[src/rtl/gpb_pkg.sv]
// Package: shared offsets and types for the set/clear GPIO bank.
// Assumes byte offsets fit in the bus address width chosen at the top.
package gpb_pkg;

    localparam int OFS_LEVEL   = 'h00;
    localparam int OFS_DIR     = 'h0C;
    localparam int OFS_OUT_SET = 'h18;
    localparam int OFS_OUT_CLR = 'h24;
    localparam int OFS_DIR_SET = 'h54;
    localparam int OFS_DIR_CLR = 'h60;

    // One strobe per write-only offset.
    typedef struct packed {
        logic out_set;
        logic out_clr;
        logic dir_set;
        logic dir_clr;
    } gpb_wstb_t;

    // Which vector the read port returns.
    typedef enum logic [1:0] {
        RSEL_NONE  = 2'd0,
        RSEL_LEVEL = 2'd1,
        RSEL_DIR   = 2'd2
    } gpb_rsel_e;

endpackage

[src/rtl/gpb_decode.sv]
// Module: address decoder. Turns one bus cycle into write strobes and a
// read selector. Assumes the full byte offset is compared; anything that
// matches no offset produces no strobe and a NONE read selection.
module gpb_decode
    import gpb_pkg::*;
#(
    parameter int ADDR_W = 8
) (
    input  logic              bus_en,
    input  logic              bus_we,
    input  logic [ADDR_W-1:0] bus_addr,
    output gpb_wstb_t         wstb,
    output gpb_rsel_e         rsel
);

    logic wr_cyc;
    logic rd_cyc;

    assign wr_cyc = bus_en &  bus_we;
    assign rd_cyc = bus_en & ~bus_we;

    // Write strobes: only the four write-only offsets react to writes.
    always_comb begin
        wstb         = '0;
        wstb.out_set = wr_cyc && (bus_addr == ADDR_W'(OFS_OUT_SET));
        wstb.out_clr = wr_cyc && (bus_addr == ADDR_W'(OFS_OUT_CLR));
        wstb.dir_set = wr_cyc && (bus_addr == ADDR_W'(OFS_DIR_SET));
        wstb.dir_clr = wr_cyc && (bus_addr == ADDR_W'(OFS_DIR_CLR));
    end

    // Read select: only the level and direction offsets are readable.
    always_comb begin
        rsel = RSEL_NONE;
        if (rd_cyc) begin
            if (bus_addr == ADDR_W'(OFS_LEVEL)) begin
                rsel = RSEL_LEVEL;
            end else if (bus_addr == ADDR_W'(OFS_DIR)) begin
                rsel = RSEL_DIR;
            end
        end
    end

endmodule

[src/rtl/gpb_setclr_reg.sv]
// Module: vector register updated only by set and clear masks.
// A 0 bit in either mask leaves that bit alone. If both masks are applied
// to the same bit in one cycle, the clear takes priority.
module gpb_setclr_reg #(
    parameter int               WIDTH     = 32,
    parameter logic [WIDTH-1:0] RESET_VAL = '0
) (
    input  logic             clk,
    input  logic             rst_n,
    input  logic             set_en,
    input  logic [WIDTH-1:0] set_mask,
    input  logic             clr_en,
    input  logic [WIDTH-1:0] clr_mask,
    output logic [WIDTH-1:0] q
);

    logic [WIDTH-1:0] set_eff;
    logic [WIDTH-1:0] clr_eff;
    logic [WIDTH-1:0] q_nxt;

    // Gate each mask with its strobe.
    always_comb begin
        set_eff = set_en ? set_mask : '0;
        clr_eff = clr_en ? clr_mask : '0;
    end

    // Next state: OR in the set bits, then knock out the clear bits.
    always_comb begin
        q_nxt = (q | set_eff) & ~clr_eff;
    end

    // State register with synchronous active-low reset.
    always_ff @(posedge clk) begin
        if (!rst_n) begin
            q <= RESET_VAL;
        end else begin
            q <= q_nxt;
        end
    end

endmodule

[src/rtl/gpb_sync.sv]
// Module: multi-stage synchronizer for asynchronous pin levels.
// Assumes STAGES >= 2. The output lags the input by STAGES clock edges.
module gpb_sync #(
    parameter int WIDTH  = 32,
    parameter int STAGES = 2
) (
    input  logic             clk,
    input  logic             rst_n,
    input  logic [WIDTH-1:0] d,
    output logic [WIDTH-1:0] q
);

    logic [WIDTH-1:0] chain [STAGES];

    // First stage captures the raw pins.
    always_ff @(posedge clk) begin
        if (!rst_n) begin
            chain[0] <= '0;
        end else begin
            chain[0] <= d;
        end
    end

    // Later stages each retime the previous one.
    for (genvar s = 1; s < STAGES; s++) begin : g_stage
        always_ff @(posedge clk) begin
            if (!rst_n) begin
                chain[s] <= '0;
            end else begin
                chain[s] <= chain[s-1];
            end
        end
    end

    assign q = chain[STAGES-1];

endmodule

[src/rtl/gpb_rdmux.sv]
// Module: read data multiplexer. Returns zero for anything that is not a
// read of a readable offset, so write-only offsets read back as zero.
module gpb_rdmux
    import gpb_pkg::*;
#(
    parameter int WIDTH = 32
) (
    input  gpb_rsel_e        rsel,
    input  logic [WIDTH-1:0] level,
    input  logic [WIDTH-1:0] dir,
    output logic [WIDTH-1:0] rdata
);

    // Choose the vector named by the decoder.
    always_comb begin
        unique case (rsel)
            RSEL_LEVEL: rdata = level;
            RSEL_DIR:   rdata = dir;
            default:    rdata = '0;
        endcase
    end

endmodule

[src/rtl/gpio_bank_sc.sv]
// Module: top of the set/clear GPIO bank. Holds output data and direction,
// both changed only through write-only set/clear offsets, and returns the
// synchronized pin levels and direction. Assumes single-cycle bus accesses
// and pins that are asynchronous to clk.
module gpio_bank_sc
    import gpb_pkg::*;
#(
    parameter int NUM_PINS    = 32,
    parameter int ADDR_W      = 8,
    parameter int SYNC_STAGES = 2
) (
    input  logic                clk,
    input  logic                rst_n,
    input  logic                bus_en,
    input  logic                bus_we,
    input  logic [ADDR_W-1:0]   bus_addr,
    input  logic [NUM_PINS-1:0] bus_wdata,
    output logic [NUM_PINS-1:0] bus_rdata,
    input  logic [NUM_PINS-1:0] pin_in,
    output logic [NUM_PINS-1:0] pin_out,
    output logic [NUM_PINS-1:0] pin_oe
);

    localparam logic [NUM_PINS-1:0] OUT_RST = '0;
    localparam logic [NUM_PINS-1:0] DIR_RST = '0;

    gpb_wstb_t           wstb;
    gpb_rsel_e           rsel;
    logic [NUM_PINS-1:0] level_sync;

    gpb_decode #(
        .ADDR_W  (ADDR_W)
    ) u_decode (
        .bus_en  (bus_en),
        .bus_we  (bus_we),
        .bus_addr(bus_addr),
        .wstb    (wstb),
        .rsel    (rsel)
    );

    gpb_setclr_reg #(
        .WIDTH    (NUM_PINS),
        .RESET_VAL(OUT_RST)
    ) u_out_reg (
        .clk     (clk),
        .rst_n   (rst_n),
        .set_en  (wstb.out_set),
        .set_mask(bus_wdata),
        .clr_en  (wstb.out_clr),
        .clr_mask(bus_wdata),
        .q       (pin_out)
    );

    gpb_setclr_reg #(
        .WIDTH    (NUM_PINS),
        .RESET_VAL(DIR_RST)
    ) u_dir_reg (
        .clk     (clk),
        .rst_n   (rst_n),
        .set_en  (wstb.dir_set),
        .set_mask(bus_wdata),
        .clr_en  (wstb.dir_clr),
        .clr_mask(bus_wdata),
        .q       (pin_oe)
    );

    gpb_sync #(
        .WIDTH (NUM_PINS),
        .STAGES(SYNC_STAGES)
    ) u_sync (
        .clk  (clk),
        .rst_n(rst_n),
        .d    (pin_in),
        .q    (level_sync)
    );

    gpb_rdmux #(
        .WIDTH(NUM_PINS)
    ) u_rdmux (
        .rsel (rsel),
        .level(level_sync),
        .dir  (pin_oe),
        .rdata(bus_rdata)
    );

endmodule

[config.mk]
export PLATFORM = sky130hd
export DESIGN_NAME = gpio_bank_sc
export DESIGN_NICKNAME = d
export VERILOG_FILES = /design/src/rtl/gpb_pkg.sv /design/src/rtl/gpb_decode.sv /design/src/rtl/gpb_setclr_reg.sv /design/src/rtl/gpb_sync.sv /design/src/rtl/gpb_rdmux.sv /design/src/rtl/gpio_bank_sc.sv
export SDC_FILE = /design/constraint.sdc
export NUM_CORES = 1
export LEC_CHECK = 0
export BUFFER_PORTS_ARGS = -buffer_cell sky130_fd_sc_hd__clkbuf_2
export CAP_MARGIN = 20
export CORE_MARGIN = 5
export CORE_UTILIZATION = 50
export DETAILED_ROUTE_END_ITERATION = 6
export GPL_TIMING_DRIVEN = 0
export PLACE_DENSITY = 0.8
export SYNTH_ARGS = -nofsm -noshare
export SYNTH_HDL_FRONTEND = slang
export SYNTH_HIERARCHICAL = 1
export SYNTH_SLANG_ARGS = --single-unit
export TNS_END_PERCENT = 10
[constraint.sdc]
create_clock -name clk -period 2.3 [get_ports clk]
set_input_delay 0.345 -clock clk [delete_from_list [all_inputs] [get_ports clk]]
set_output_delay 0.345 -clock clk [all_outputs]
set_load 0.01 [all_outputs]
# After elaboration in Yosys (flattened, before gate mapping)
# Memory sizes are Yosys's and may differ from the RTL's.
# Index checks and enable logic that the tools add are counted.
# word_totals
register_bits,64
ramBits,64
input_bits,76
output_inout_bits,96
elab_cells,38
mem_count,1
# op_classes
n_eq_ne,7
mux,12
bitwise,11
reduce_logical,5
# mem_list
memory,depth,width,read_ports,rd_clocked_by_memory_dff,wr,line_no,source
u_sync.chain,2,32,2,0,2,gpb_sync.sv:13,logic [WIDTH-1:0] chain [STAGES];
# op_table
cell,count
32-bit 2-to-1 mux,6
32-bit bitwise AND,2
32-bit inverter,2
32-bit OR,2
32-bit one-hot mux with 2 select lines,1
8-bit by 7-bit equality test with 1-bit output (second input constant),2
8-bit by 4-bit equality test with 1-bit output (second input constant),1
8-bit by 5-bit equality test with 1-bit output (second input constant),1
8-bit by 6-bit equality test with 1-bit output (second input constant),1
8-bit logical NOT,1
2-bit 2-to-1 mux,3
1-bit logical AND,4
1-bit bitwise AND,2
2-bit by 1-bit equality test with 1-bit output (second input constant),1
2-bit equality test (second input constant),1
1-bit 2-to-1 mux,2
1-bit OR,2
1-bit inverter,1

# Depth between registers and ports, before layout
# logic_depth
depth_word,6
depth_mapped,7

# Hierarchy
# The synthesis kept the hierarchy.
# by_module_without_submodules
module,instances,cells_each,area_each_um2
gpb_setclr_reg,2,106,1258.7
gpb_sync,1,134,1791.7
gpb_rdmux,1,77,489.2
gpb_decode,1,16,126.4

# Least setup slack after synthesis
# No wires, ideal clock.
# synth_path
path_kind,input port to output port
start,input bus_addr[7]
end,output bus_rdata[19]
arrival_ps,1903
slack_ps,52
stages,6
path_cell_list,or4b_4 > nor3_1 > inv_1 > ha_1 > clkbuf_1 > nor2_1
# synth_between
word_cells_on_any_way,8
classes_between,eq/ne (3); mux (4); reduce/logical (1)
# synth_rtl
element,line_no,source
start: declaration,gpio_bank_sc.sv:16,"input logic [ADDR_W-1:0] bus_addr,"
8-bit logical NOT (*),gpb_decode.sv:35,if (bus_addr == ADDR_W'(OFS_LEVEL)) begin
2-bit 2-to-1 mux (*),gpb_decode.sv:35,
2-bit 2-to-1 mux (*),gpb_decode.sv:34,if (rd_cyc) begin
net rsel[0],gpio_bank_sc.sv:28,gpb_rsel_e rsel;
2-bit equality test / 2-bit by 1-bit equality test with 1-bit output (equally long branches),gpb_rdmux.sv:16,unique case (rsel)
32-bit one-hot mux with 2 select lines (*),gpb_rdmux.sv:16,
end: declaration,gpio_bank_sc.sv:18,"output logic [NUM_PINS-1:0] bus_rdata,"
# Mark *: on every way through the listed nets, which the timed path passes. The rest lies on a longest branch.

# Final worst setup path
# layout_path
start,input bus_addr[7]
end,output bus_rdata[0]
# layout_between
elab_chain_cells,6
word_cells_on_any_way,8
classes_between,eq/ne (3); mux (4); reduce/logical (1)
# layout_lines
element,line_no,source
8-bit by 4-bit equality test with 1-bit output,gpb_decode.sv:37,end else if (bus_addr == ADDR_W'(OFS_DIR)) begin
2-bit 2-to-1 mux,gpb_decode.sv:37,
2-bit 2-to-1 mux (*),gpb_decode.sv:35,
2-bit 2-to-1 mux (*),gpb_decode.sv:34,
net rsel[1],gpio_bank_sc.sv:28,
2-bit equality test / 2-bit by 1-bit equality test with 1-bit output (equally long branches),gpb_rdmux.sv:16,
32-bit one-hot mux with 2 select lines (*),gpb_rdmux.sv:16,
# Marked as above.

==> impl_table.tex <==
\begin{tabular}{lr}
\hline
Metric & Value \\
\hline
\multicolumn{2}{l}{\textbf{Outcome}} \\
\quad Result of the run & finished with violations \\
\quad Violations in the final reports & setup timing \\
\multicolumn{2}{l}{\textbf{Worst setup path}} \\
\quad Register-to-Register Setup Slack & 1.55 ns \\
\quad Highest fanout seen on the critical path & 10 \\
\quad Crit. Startpoint & bus\_addr[7] \\
\quad Max stage delay on crit path & 0.58 ns \\
\quad Family with the most delay on the worst path & simple AND/OR/NAND/NOR gates \\
\quad Worst endpoint data arrival time & 2.06 ns \\
\quad Required arrival time at the worst endpoint & just under 2 ns \\
\quad Buffers \& Inverters on Critical Path & 4 \\
\quad Setup CP Type & in -> out \\
\quad Capture point of the worst reg-to-reg path & u\_dir\_reg/q[26]\$\_SDFF\_PN0\_ \\
\quad Type of element launching the critical path & input pin \\
\quad Number of cells traversed by the worst register-to-register path & 2 \\
\quad Setup crit end kind & output port \\
\quad Max stage delay cell, worst path & or4b\_4 \\
\quad Cells along the critical path & buf\_6, or4b\_4, nor4\_4, buf\_4, ha\_4, buf\_8, a22oi\_1, nor2\_1, buf\_2 \\
\quad Crit Reg-Reg Startpoint & u\_dir\_reg/q[26]\$\_SDFF\_PN0\_ \\
\multicolumn{2}{l}{\textbf{Timing}} \\
\quad Highest Clock Rate & 0.416 GHz \\
\quad Post-route minimum period & 2.41 ns \\
\quad Least setup slack across all paths after layout & -0.106 ns \\
\quad Total count of max-transition violations in the final report & 0 \\
\quad RSZ-0062 raised after global routing & yes \\
\quad Least-Margin Pin Slew & 0.853 ns \\
\quad Share of the clock period used by the worst path after layout & 105\% \\
\quad Setup violations, final & 32 \\
\quad Final hold viol count & 0 \\
\quad Clock Skew & 0.00387 ns \\
\quad Worst slew margin relative to its limit & between 40\% and 50\% \\
\multicolumn{2}{l}{\textbf{Power}} \\
\quad Areal power density over the cells & around 790 nW/um2 \\
\quad Logic gate share of total power & 4.1\% \\
\quad Net switching share of the total power & a little under a fifth \\
\quad Switching power & between 1 and 1.5 mW \\
\quad Worst-case vdd ir drop & 0.496 mV \\
\quad Power share of the sequential group & between 40\% and 50\% \\
\quad Post-layout total power & roughly 5.3 mW \\
\quad Internal power consumption & $\sim$4.3 mW \\
\quad Clock power share & 53.1\% \\
\quad Static leakage & 2.81 nW \\
\multicolumn{2}{l}{\textbf{Synthesis}} \\
\quad Synthesized-area fraction occupied by xor and xnor cells & 0\% \\
\quad Sequential share of the synthesized area & 52.0\% \\
\quad Avg Inst Size Synth & between 10 and 15 um2 \\
\quad Count of synthesis-stage warnings from yosys & 6 \\
\quad Post-Synthesis Cells & 439 \\
\quad Synthesized-area fraction occupied by ao, oa, aoi and oai cells & 27.5\% \\
\quad Post-synthesis sequential element count & 128 \\
\quad Dominant combinational cell family by area after synthesis & compound AO/OA/AOI/OAI gates \\
\quad Mapped Area & 4920 um2 \\
\quad Synth Area in Adders & 0.508\% \\
\quad Nets in the synthesized netlist & 517 \\
\quad Simple-gate share of the synthesized area & 14.7\% \\
\quad Netlist cell types & 26 \\
\quad Share of synthesized area spent on multiplexers & 0\% \\
\multicolumn{2}{l}{\textbf{CTS}} \\
\quad TritonCTS clock tree & built \\
\quad Source-to-sink clock delay at the later pin of the worst-skew pair & $\sim$0.5 ns \\
\quad Largest buffer count on any clock path & 2 \\
\quad Clock root buffer & clkbuf\_8 \\
\quad H-tree Lvls & 4 \\
\quad Post-CTS clock slew at the launch and capture registers of the worst setup and hold paths & 0.05 ns \\
\quad Total clock buffers created by CTS & 17 \\
\quad Sink count of the clock tree & 128 \\
\multicolumn{2}{l}{\textbf{Floorplan}} \\
\quad Total core area & 9680 um2 \\
\quad Initial core utilization & about half \\
\quad Top-level port count & 172 \\
\quad Area of the die & 11900 um2 \\
\quad Floorplan row count & 36 \\
\quad Width of the die & 109 um \\
\quad Vert. Die Dim & approximately 110 um \\
\multicolumn{2}{l}{\textbf{Cells and area}} \\
\quad Final Net Count & around 710 \\
\quad Filler Cell Count & 720 \\
\quad Fraction of the core area covered by cells at the end of the flow & roughly 70\% \\
\quad Sequential cell area & roughly 2600 um2 \\
\quad Area added between synthesis and finish & 37.2\% \\
\quad Proportion of layout cells with a drive suffix above 1 & 59.1\% \\
\quad Most common cell after layout, fill and taps aside & clkbuf\_2 \\
\quad Area used by multi-input combinational logic & $\sim$2200 um2 \\
\quad Top library cells by usage in the layout, fill and taps aside & clkbuf\_2 (156), dfxtp\_1 (128), a21oi\_1 (64), and2\_2 (64), a211oi\_2 (60) \\
\quad Ant diodes & 0 \\
\multicolumn{2}{l}{\textbf{Route}} \\
\quad Vias per inst & roughly 5.3 \\
\quad Antenna Violating Nets Remaining & 0 \\
\quad Number of DRC markers in iteration 0 & 191 \\
\quad Routed wire length & 13.3 mm \\
\quad DRC viols & 0 \\
\quad Total iterations of the first detailed-routing run & 4 \\
\quad Total number of vias & 4125 \\
\quad Average detailed-routed wire length per instance & 17.0 um \\
\multicolumn{2}{l}{\textbf{Worst hold path}} \\
\quad Count of cells along the worst hold path & 2 \\
\quad Critical hold path startpoint & pin\_in[30] \\
\quad Endpoint of the worst hold path & u\_sync/chain[0][30]\$\_SDFF\_PN0\_ \\
\quad Class of the worst hold path & in -> reg \\
\multicolumn{2}{l}{\textbf{Global routing}} \\
\quad Global-route wire length before repair & a little over 20 mm \\
\quad Pin count of the biggest net entering global routing & 17 \\
\quad Total global-route track usage & 22.9\% \\
\quad Antenna violations before repair & 0 \\
\quad Overall overflow remaining after global route & 0 \\
\quad Via count of the first global-routing pass & between 4000 and 5000 \\
\multicolumn{2}{l}{\textbf{Place}} \\
\quad Final Wtd Congestion & 0.855 \\
\quad Placed wire-length estimate after detailed placement & approximately 10 mm \\
\quad Port Buf Inserts & approximately 170 \\
\multicolumn{2}{l}{\textbf{Flow run}} \\
\quad Max-cap violations & 0 \\
\hline
\end{tabular}
[worst reg2reg max path, delay by kind of cell, from the launching register on]
family          cells  cell delay [ns]
compound gates      2             0.26
flops               1             0.41
[per-layer routing]
| metal | vias up | track usage (%) | routed length, um |
|---|---|---|---|
| li1 | 1976 | - | - |
| met1 | 1968 | 28.7 | 5620 |
| met2 | 165 | 38.2 | 6550 |
| met3 | 16 | 5.39 | 890 |
| met4 | 0 | 9.08 | 200 |
| met5 | - | 0 | 0 |
[worst max path at each step]
stage	depth (start not counted)	slack (ns)	end
after CTS	9	-0.10	bus_rdata[4]
after floorplan	6	0.05	bus_rdata[19]
after global placement	8	-0.35	bus_rdata[19]
after global routing	9	-0.20	bus_rdata[0]
final	9	-0.11	bus_rdata[0]
after detailed placement	8	-0.38	bus_rdata[28]
[registers in the layout, summed over array words and instances, names as in the netlist]
| register | cells |
|---|---|
| u_out_reg/q | 32 |
| u_sync/chain | 64 |
| u_dir_reg/q | 32 |
[cells by family (layout without fill, tap and decap cells)]
family	count (synthesis)	after routing
DFF	128	128
and+or+nand+nor	111	111
AOI/OAI and AO/OA	160	160
adders and majority gates	2	2
buffers and inverters	38	245
[per-stage QoR]
step | setup WS [ns] | setup TNS (ns) | area (um2) | instances | hold slack (ns)
after floorplan | 0.0519 | 0 | 4920 | 439 | 0.420
after detailed placement | -0.383 | -9.62 | 5950 | 744 | 0.432
final | -0.106 | -2.11 | 6760 | 779 | 0.0497
after global placement | -0.354 | -15.12 | 5950 | 743 | 0.423
after CTS | -0.104 | -2.20 | 6690 | 776 | 0.0256
after global routing | -0.203 | -4.32 | 6760 | 779 | 0.0296
[power groups by stage]
stage | Combinational (mW) | Clock (mW) | Sequential [mW]
floorplan | 0.0896 | 0 | 2.33
global placement | 0.206 | 0 | 2.33
detailed placement | 0.215 | 0 | 2.33
CTS | 0.220 | 2.89 | 2.28
global route | 0.244 | 2.98 | 2.29
finish | 0.221 | 2.84 | 2.29
[repair_timing]
| item | 4_1_cts | 5_1_grt |
|---|---|---|
| hold buffers | 0 | 0 |
| buffers inserted | 2 | 2 |
| pin swaps | 3 | 2 |
| hold endpoints to repair | 0 | 0 |
| endpoints found under the setup margin | 32 | 32 |
| gates resized for setup | 18 | 31 |
| gates cloned | 0 | 1 |
[area by class of cell]
type / instances / share of cell area, %
Clock buffer: 26 / 7.67
Clock inverter: 4 / 1.78
Buffer: 33 / 3.98
Multi-Input combinational cell: 273 / 32.5
Inverter: 5 / 0.278
Tap cell: 133 / 2.46
Sequential cell: 128 / 37.9
Timing Repair Buffer: 177 / 13.4
[cell usage after synthesis]
master / number / area, um2
or4b_4: 1 / 13.8
nor2_1: 32 / 120
buf_6: 12 / 135
nor3_2: 1 / 10.0
a21oi_1: 64 / 320
or4b_1: 1 / 10.0
nand4b_1: 1 / 8.76
a211oi_1: 4 / 30.0
nor3_1: 3 / 15.0
clkbuf_2: 6 / 30.0
nor4_2: 1 / 12.5
nand2b_1: 2 / 12.5
ha_1: 2 / 25.0
or3b_2: 1 / 8.76
and2_2: 64 / 480
clkbuf_1: 1 / 3.75
a22oi_2: 3 / 37.5
a211oi_2: 60 / 751
dfxtp_1: 128 / 2560
inv_1: 5 / 18.8
or4_1: 1 / 7.51
nand4bb_1: 1 / 11.3
buf_2: 14 / 70.1
or2_2: 1 / 6.26
a22oi_1: 29 / 218
nor4_1: 1 / 6.26
(Power assumes the default switching activity.)
